`src/rtl/gpio_edge_pkg.sv`:
```
package gpio_edge_pkg;
  localparam int BANKS = 4;
  localparam int BANK_W = 32;
  localparam int BANK_IDX_W = $clog2(BANKS);
  localparam int PINS = BANKS * BANK_W;
  localparam int GROUPS = 7;

  typedef enum logic [3:0] {
    SEL_NONE, SEL_LEVEL, SEL_DIR, SEL_SET, SEL_CLR,
    SEL_RISE, SEL_FALL, SEL_STS, SEL_AFLO, SEL_AFHI
  } regSel_t;

  typedef struct packed {
    logic [BANKS-1:0] dirWr;
    logic [BANKS-1:0] setWr;
    logic [BANKS-1:0] clrWr;
    logic [BANKS-1:0] riseWr;
    logic [BANKS-1:0] fallWr;
    logic [BANKS-1:0] stsWr;
    logic [BANKS-1:0] afLoWr;
    logic [BANKS-1:0] afHiWr;
  } wrStrobe_t;

  // group order: level, dir, set, clr, rise, fall, status
  function automatic int groupOffset(int g, int b);
    if (b < 3) return g * 12 + b * 4;
    return 256 + g * 12;
  endfunction

  function automatic logic [BANK_W-1:0] wakeMask(int b);
    case (b)
      0: return 32'h8003FE1B;
      1: return 32'h002001FC;
      2: return 32'hEC080000;
      default: return 32'h0012007F;
    endcase
  endfunction
endpackage

```
`src/rtl/gpio_edge_decode.sv`:
```
module gpio_edge_decode
  import gpio_edge_pkg::*;
#(
  parameter int ADDR_W = 12
) (
  input  logic                  clk,
  input  logic                  rst_n,
  input  logic [ADDR_W-1:0]     busAddr,
  input  logic                  busWr,
  output regSel_t               rdSel,
  output logic [BANK_IDX_W-1:0] rdBank,
  output wrStrobe_t             strobe,
  output logic                  busErr
);
  localparam logic [ADDR_W-1:0] WINDOW = ADDR_W'(32'h200);

  logic inRange;
  logic badWr;

  always_comb begin
    rdSel = SEL_NONE;
    rdBank = '0;
    inRange = (busAddr < WINDOW) && (busAddr[1:0] == 2'b00);
    for (int b = 0; b < BANKS; b++) begin
      for (int g = 0; g < GROUPS; g++) begin
        if (inRange && busAddr == ADDR_W'(groupOffset(g, b))) begin
          rdSel = regSel_t'(4'(g + 1));
          rdBank = BANK_IDX_W'(b);
        end
      end
      if (inRange && busAddr == ADDR_W'(84 + 8 * b)) begin
        rdSel = SEL_AFLO;
        rdBank = BANK_IDX_W'(b);
      end
      if (inRange && busAddr == ADDR_W'(88 + 8 * b)) begin
        rdSel = SEL_AFHI;
        rdBank = BANK_IDX_W'(b);
      end
    end
  end

  always_comb begin
    strobe = '0;
    if (busWr) begin
      case (rdSel)
        SEL_DIR:  strobe.dirWr[rdBank] = 1'b1;
        SEL_SET:  strobe.setWr[rdBank] = 1'b1;
        SEL_CLR:  strobe.clrWr[rdBank] = 1'b1;
        SEL_RISE: strobe.riseWr[rdBank] = 1'b1;
        SEL_FALL: strobe.fallWr[rdBank] = 1'b1;
        SEL_STS:  strobe.stsWr[rdBank] = 1'b1;
        SEL_AFLO: strobe.afLoWr[rdBank] = 1'b1;
        SEL_AFHI: strobe.afHiWr[rdBank] = 1'b1;
        default: ;
      endcase
    end
  end

  assign badWr = busWr && (busAddr < WINDOW) && (rdSel == SEL_NONE);

  always_ff @(posedge clk) begin
    if (!rst_n) busErr <= 1'b0;
    else busErr <= badWr;
  end
endmodule

```
`src/rtl/gpio_edge_regs.sv`:
```
module gpio_edge_regs
  import gpio_edge_pkg::*;
(
  input  logic                  clk,
  input  logic                  rst_n,
  input  wrStrobe_t             strobe,
  input  logic [BANK_W-1:0]     busWdata,
  input  regSel_t               rdSel,
  input  logic [BANK_IDX_W-1:0] rdBank,
  output logic [BANK_W-1:0]     busRdata,
  input  logic [PINS-1:0]       pinIn,
  output logic [PINS-1:0]       pinOut,
  output logic [PINS-1:0]       pinDir,
  output logic                  irqPin0,
  output logic                  irqPin1,
  output logic                  irqOther,
  output logic                  wakeReq
);
  logic [BANK_W-1:0] dirR   [BANKS];
  logic [BANK_W-1:0] latchR [BANKS];
  logic [BANK_W-1:0] riseEn [BANKS];
  logic [BANK_W-1:0] fallEn [BANKS];
  logic [BANK_W-1:0] stsR   [BANKS];
  logic [BANK_W-1:0] setLast[BANKS];
  logic [BANK_W-1:0] afLo   [BANKS];
  logic [BANK_W-1:0] afHi   [BANKS];
  logic [BANK_W-1:0] sync1  [BANKS];
  logic [BANK_W-1:0] sync2  [BANKS];
  logic [BANK_W-1:0] prevS  [BANKS];
  logic [BANKS-1:0]  wakeBank;
  logic [BANKS-1:0]  otherBank;

  for (genvar b = 0; b < BANKS; b++) begin : g_bank
    logic [BANK_W-1:0] edgeHit;
    logic [BANK_W-1:0] stsClr;

    assign edgeHit = ~dirR[b] & ((sync2[b] & ~prevS[b] & riseEn[b]) |
                                 (~sync2[b] & prevS[b] & fallEn[b]));
    assign stsClr = strobe.stsWr[b] ? busWdata : '0;

    always_ff @(posedge clk) begin
      if (!rst_n) begin
        dirR[b] <= '0;   latchR[b] <= '0;  riseEn[b] <= '0;
        fallEn[b] <= '0; stsR[b] <= '0;    setLast[b] <= '0;
        afLo[b] <= '0;   afHi[b] <= '0;    sync1[b] <= '0;
        sync2[b] <= '0;  prevS[b] <= '0;
      end else begin
        sync1[b] <= pinIn[b*BANK_W +: BANK_W];
        sync2[b] <= sync1[b];
        prevS[b] <= sync2[b];
        stsR[b] <= (stsR[b] & ~stsClr) | edgeHit;
        if (strobe.dirWr[b]) dirR[b] <= busWdata;
        if (strobe.setWr[b]) begin
          latchR[b] <= latchR[b] | busWdata;
          setLast[b] <= busWdata;
        end else if (strobe.clrWr[b]) begin
          latchR[b] <= latchR[b] & ~busWdata;
        end
        if (strobe.riseWr[b]) riseEn[b] <= busWdata;
        if (strobe.fallWr[b]) fallEn[b] <= busWdata;
        if (strobe.afLoWr[b]) afLo[b] <= busWdata;
        if (strobe.afHiWr[b]) afHi[b] <= busWdata;
      end
    end

    assign pinOut[b*BANK_W +: BANK_W] = latchR[b];
    assign pinDir[b*BANK_W +: BANK_W] = dirR[b];
    assign wakeBank[b] = |((sync2[b] ^ prevS[b]) & ~dirR[b] & wakeMask(b));
    if (b == 0) begin : g_low
      assign otherBank[b] = |stsR[b][BANK_W-1:2];
    end else begin : g_high
      assign otherBank[b] = |stsR[b];
    end
  end

  assign irqPin0 = stsR[0][0];
  assign irqPin1 = stsR[0][1];
  assign irqOther = |otherBank;
  assign wakeReq = |wakeBank;

  always_comb begin
    case (rdSel)
      SEL_LEVEL: busRdata = (latchR[rdBank] & dirR[rdBank]) |
                            (sync2[rdBank] & ~dirR[rdBank]);
      SEL_DIR:   busRdata = dirR[rdBank];
      SEL_SET:   busRdata = setLast[rdBank];
      SEL_CLR:   busRdata = 32'h00007A69;
      SEL_RISE:  busRdata = riseEn[rdBank];
      SEL_FALL:  busRdata = fallEn[rdBank];
      SEL_STS:   busRdata = stsR[rdBank];
      SEL_AFLO:  busRdata = afLo[rdBank];
      SEL_AFHI:  busRdata = afHi[rdBank];
      default:   busRdata = '0;
    endcase
  end
endmodule

```
`src/rtl/gpio_edge_ctrl.sv`:
```
module gpio_edge_ctrl
  import gpio_edge_pkg::*;
#(
  parameter int ADDR_W = 12
) (
  input  logic              clk,
  input  logic              rst_n,
  input  logic [ADDR_W-1:0] busAddr,
  input  logic              busWr,
  input  logic [31:0]       busWdata,
  output logic [31:0]       busRdata,
  output logic              busErr,
  input  logic [PINS-1:0]   pinIn,
  output logic [PINS-1:0]   pinOut,
  output logic [PINS-1:0]   pinDir,
  output logic              irqPin0,
  output logic              irqPin1,
  output logic              irqOther,
  output logic              wakeReq
);
  regSel_t               rdSel;
  logic [BANK_IDX_W-1:0] rdBank;
  wrStrobe_t             strobe;

  gpio_edge_decode #(.ADDR_W(ADDR_W)) u_decode (
    .clk(clk), .rst_n(rst_n), .busAddr(busAddr), .busWr(busWr),
    .rdSel(rdSel), .rdBank(rdBank), .strobe(strobe), .busErr(busErr)
  );

  gpio_edge_regs u_regs (
    .clk(clk), .rst_n(rst_n), .strobe(strobe), .busWdata(busWdata),
    .rdSel(rdSel), .rdBank(rdBank), .busRdata(busRdata), .pinIn(pinIn),
    .pinOut(pinOut), .pinDir(pinDir), .irqPin0(irqPin0), .irqPin1(irqPin1),
    .irqOther(irqOther), .wakeReq(wakeReq)
  );
endmodule

```
`config.mk`:
```
export PLATFORM = sky130hd
export DESIGN_NAME = gpio_edge_ctrl
export DESIGN_NICKNAME = d
export VERILOG_FILES = /design/src/rtl/gpio_edge_pkg.sv /design/src/rtl/gpio_edge_decode.sv /design/src/rtl/gpio_edge_regs.sv /design/src/rtl/gpio_edge_ctrl.sv
export SDC_FILE = /design/constraint.sdc
export NUM_CORES = 2
export LEC_CHECK = 0
export CAP_MARGIN = 20
export CORE_AREA = 5 5 556 393
export DETAILED_ROUTE_END_ITERATION = 12
export DIE_AREA = 0 0 561 398
export PLACE_DENSITY = 0.53
export SLEW_MARGIN = 10
export SYNTH_ARGS = -nofsm -noshare
export SYNTH_HDL_FRONTEND = slang
export SYNTH_HIERARCHICAL = 1
export SYNTH_SLANG_ARGS = --single-unit
```
`constraint.sdc`:
```
create_clock -name clk -period 8.49 [get_ports clk]
set_input_delay 1.698 -clock clk [delete_from_list [all_inputs] [get_ports clk]]
set_output_delay 1.698 -clock clk [all_outputs]
set_load 0.03 [all_outputs]
```
==> run_results.csv <==
group,metric,value,unit
synth,seq_area_frac_synth,58.6,%
run,maxCapViolCount,0,
die,row_count,142,
synth,synth_area_per_cell,12.7,um^2
die,core-area,213000,um^2
synth,synth_xor_area_share,0.0691,%
synth,yosys_register_bits,1409,
power,pwr-share-comb,7.0,%
power,power_density,205,nW/um^2
clock_network,cts_buffers,157,
clock_network,path_clk_slew,0.07,ns
die,start_util,29.8,%
die,die_y,398,um
placement,postPlaceCellArea,71800,um^2
synth,synthMuxAreaShare,10.7,%
critical_path,crit_chain,"clkdlybuf4s50_1 > buf_4 > xor2_1 > nand2_1 > nor4_1 > a211oi_4 > nand2_4 > buf_16 > buf_12 > mux4_2 > a22oi_1 > o211a_1 > o21ai_0 > buf_12",
global_routing,gr-usage-met1,30.7,%
critical_path,crit_slowest_cell,"clkdlybuf4s50_1",
routing,dr.first_iter.drc_count,6938,
power,sequentialPowerShare,49.7,%
timing,rsz0062_at_grt,"no",
critical_path,r2r_cells,5,
timing,setup_violations,0,
routing,drt-total-wl,258,mm
global_routing,use_met3,5.51,%
global_routing,busiest_layer,"met2",
timing,tns,0,ns
timing,tightest_slew,1.24,ns
die,die_x,561,um
timing,relSlewSlack,16.5,%
die,die_area,223000,um^2
synth,ys_async_sr_fraction,0,%
power,switching_share,24.5,%
timing,fin_crit_sh,96.5,%
synth,synth_ff_type,"edfxtp_1",
power,power.internal,11.9,mW
routing,ant_nets,0,
status,status,"completed",
timing,period_needed,8.20,ns
timing,finalHoldViolCount,0,
synth,synth_edf_count,896,
power,p_sw,3.87,mW
synth,synth_compound_area_share,6.85,%
synth,yosys_warnings,6,
critical_path,worstSetupStartpoint,"busAddr[4]",
routing,drc,0,
critical_path,critPathBufInv,5,
critical_path,end_kind,"output pin",
clock_network,cts_tree,"built",
clock_network,cts_max_path_buffers,4,
clock_network,root_buffer,"clkbuf_16",
global_routing,met2_usage,34.2,%
finish,drive_above_1_share,14.7,%
routing,route.detailed.wl_per_inst,31.4,um
synth,syn_inst,4980,
critical_path,critical_path.max_fanout,78,
synth,ys_types,69,
critical_path,path_depth,14,
global_routing,grt_usage,22.2,%
clock_network,htreeDepth,4,
power,power.share.clock,43.3,%
placement,place.gp.congestion,0.911,
routing,drt_pass1_iterations,5,
timing,fin_skew,0.0435,ns
global_routing,grt_max_degree,216,
global_routing,grt_pass1_wl,354,mm
critical_path,r2r_start,"u_regs/sync2[0][14]",
critical_path,crit_family,"buffers and inverters",
routing,vias,46100,
critical_path,r2r_slack,7.12,ns
critical_path,critical-path-max-stage-delay,0.74,ns
placement,dp_hpwl,171,mm
critical_path,crit_top_cell,"buf_12",
placement,port-buffer-count,467,
timing,slew_violations,0,
hold_path,hold_class,"flop to flop",
global_routing,grt_overflow,0,
critical_path,critPathArrivalTime,6.50,ns
power,p_leak,28.6,nW
critical_path,worst_setup_path_start_kind,"primary input",
critical_path,worstSetupPathType,"primary input to output pin",
hold_path,holdPathStages,1,
synth,netlist_area,63400,um^2
finish,final_cell_area,76800,um^2
finish,layout.nets,5544,
synth,synthAdderAreaFrac,1.46,%
finish,syn_to_final_growth,21.2,%
synth,synth_top_family_by_area,"simple AND/OR/NAND/NOR gates",
synth,synthSimpleGateAreaFrac,18.5,%
routing,via_per_inst,5.59,
power,ir_drop,135,uV
timing,fmax,0.122,GHz
clock_network,clock_latency,0.82,ns
clock_network,clkSinkCount,1409,
global_routing,antenna_found_initial,22,
critical_path,r2r_end,"u_regs/stsR[0][14]",
die,boundaryPins,468,
critical_path,crit_required,6.79,ns
global_routing,grt_pass1_vias,43900,
critical_path,endpoint,"busRdata[24]",
clock_network,cts.repair_timing.setup_buffer_count,0,
synth,syn-num-nets,5229,
## per-stage QoR
stage	hold WS, ns	instances	power (mW)	utilization, %	setup slack (ns)
2_1_floorplan	0.412	4980	8.39	-	1.90
3_3_place_gp	0.422	7941	9.05	33.8	0.364
3_5_place_dp	0.418	7943	9.06	33.8	0.291
4_1_cts	0.395	8220	15.9	36.1	0.285
5_1_grt	0.416	8223	16.2	36.1	0.00341
6_report	0.389	8234	15.8	36.1	0.294
## sequential cells by signal, summed over array words and instances, names as in the netlist
signal           count
u_regs/prevS       128
u_regs/latchR      128
u_regs/stsR        128
u_regs/setLast     128
u_regs/sync2       128
u_regs/sync1       128
u_regs/dirR        128
u_regs/fallEn      128
u_decode/busErr      1
u_regs/riseEn      128
u_regs/afHi        128
u_regs/afLo        128
## power by group through the flow
stage	Sequential [mW]	Clock [mW]	Combinational [mW]
3_3_place_gp	7.96	0	1.08
3_5_place_dp	7.97	0	1.09
2_1_floorplan	7.93	0	0.462
6_report	7.83	6.83	1.10
4_1_cts	7.82	6.97	1.10
5_1_grt	7.85	7.25	1.15
## routing by layer
layer	wire length (um)	share of wire (%)
met1	105000	41
met2	115000	44
met3	29300	11
met4	9420	3.6
met5	28	0.011
## how the worst min path moves through the flow
stage	from	endpoint	slack, ns
2_1_floorplan	u_regs/sync1[0][0]	u_regs/sync2[0][0]	0.41
3_3_place_gp	u_regs/sync1[0][24]	u_regs/sync2[0][24]	0.42
3_5_place_dp	u_regs/sync1[2][25]	u_regs/sync2[2][25]	0.42
4_1_cts	u_regs/sync1[3][11]	u_regs/sync2[3][11]	0.39
5_1_grt	u_regs/sync1[3][11]	u_regs/sync2[3][11]	0.42
6_report	u_regs/sync1[3][11]	u_regs/sync2[3][11]	0.39
## final cells by class
| type | count | area [um^2] |
|---|---|---|
| fillers | 20300 | 136000 |
| flip-flops and latches | 1409 | 37200 |
| multi-input cells | 2997 | 24200 |
| repair buffers | 649 | 6600 |
| clock buffers | 219 | 4420 |
| well taps | 2808 | 3510 |
| clock inverters | 58 | 558 |
| inverters | 81 | 304 |
| diodes | 13 | 32.5 |
## cells in the mapped netlist (11+ instances only)
master / instances / area [um^2]
o211ai_1: 11 / 82.6
nor2b_1: 100 / 626
buf_2: 34 / 170
nand2b_1: 31 / 194
o21ai_0: 147 / 736
nand3b_1: 188 / 1410
o211a_1: 11 / 110
nor4_1: 39 / 244
a211oi_1: 35 / 263
nor3_1: 30 / 150
mux2i_1: 32 / 320
buf_4: 14 / 105
nor3_2: 12 / 120
buf_6: 15 / 169
nand2_1: 200 / 751
o22ai_1: 13 / 81.3
and2_1: 422 / 2640
mux4_2: 288 / 6490
a22o_1: 22 / 193
nand4_1: 15 / 93.8
dfxtp_1: 513 / 10300
clkbuf_1: 418 / 1570
o21a_1: 96 / 721
a21oi_1: 199 / 996
nand3_1: 15 / 75.1
edfxtp_1: 896 / 26900
inv_1: 81 / 304
ha_1: 74 / 926
a22oi_1: 111 / 833
a211o_1: 11 / 96.3
and3_1: 771 / 4820
nor2_1: 50 / 188
## kinds of logic after synthesis
kind of cell,Yosys count
and+or+nand+nor,1918
xor gates and xnor gates,5
muxes,320
DFF,1409
AOI/OAI and AO/OA,680
adders and majority gates,74
buffers and inverters,574
## timing repair
action                                  CTS  global route
endpoints found under the setup margin    0             1
gates resized for setup                   0             1
hold buffers                              0             0
## cell usage in the layout, fill, tap and decap left out, drive strengths merged, types with 12 or more instances in the layout
cell type / count
and2: 422
nand3b: 188
o211ai: 12
o21a: 96
buf: 215
edfxtp: 896
clkinv: 38
o21ai: 149
a211oi: 35
clkbuf: 219
nor2b: 100
diode: 13
mux4: 288
and3: 772
ha: 74
nand2b: 31
nand4: 15
a21oi: 199
nor2: 50
nor3: 42
o22ai: 13
a22o: 22
nor4: 40
a22oi: 111
clkdlybuf4s50: 434
mux2i: 32
inv: 89
dfxtp: 513
nand2: 200
nand3: 15
Note: power is estimated with default switching activity, not from simulation.
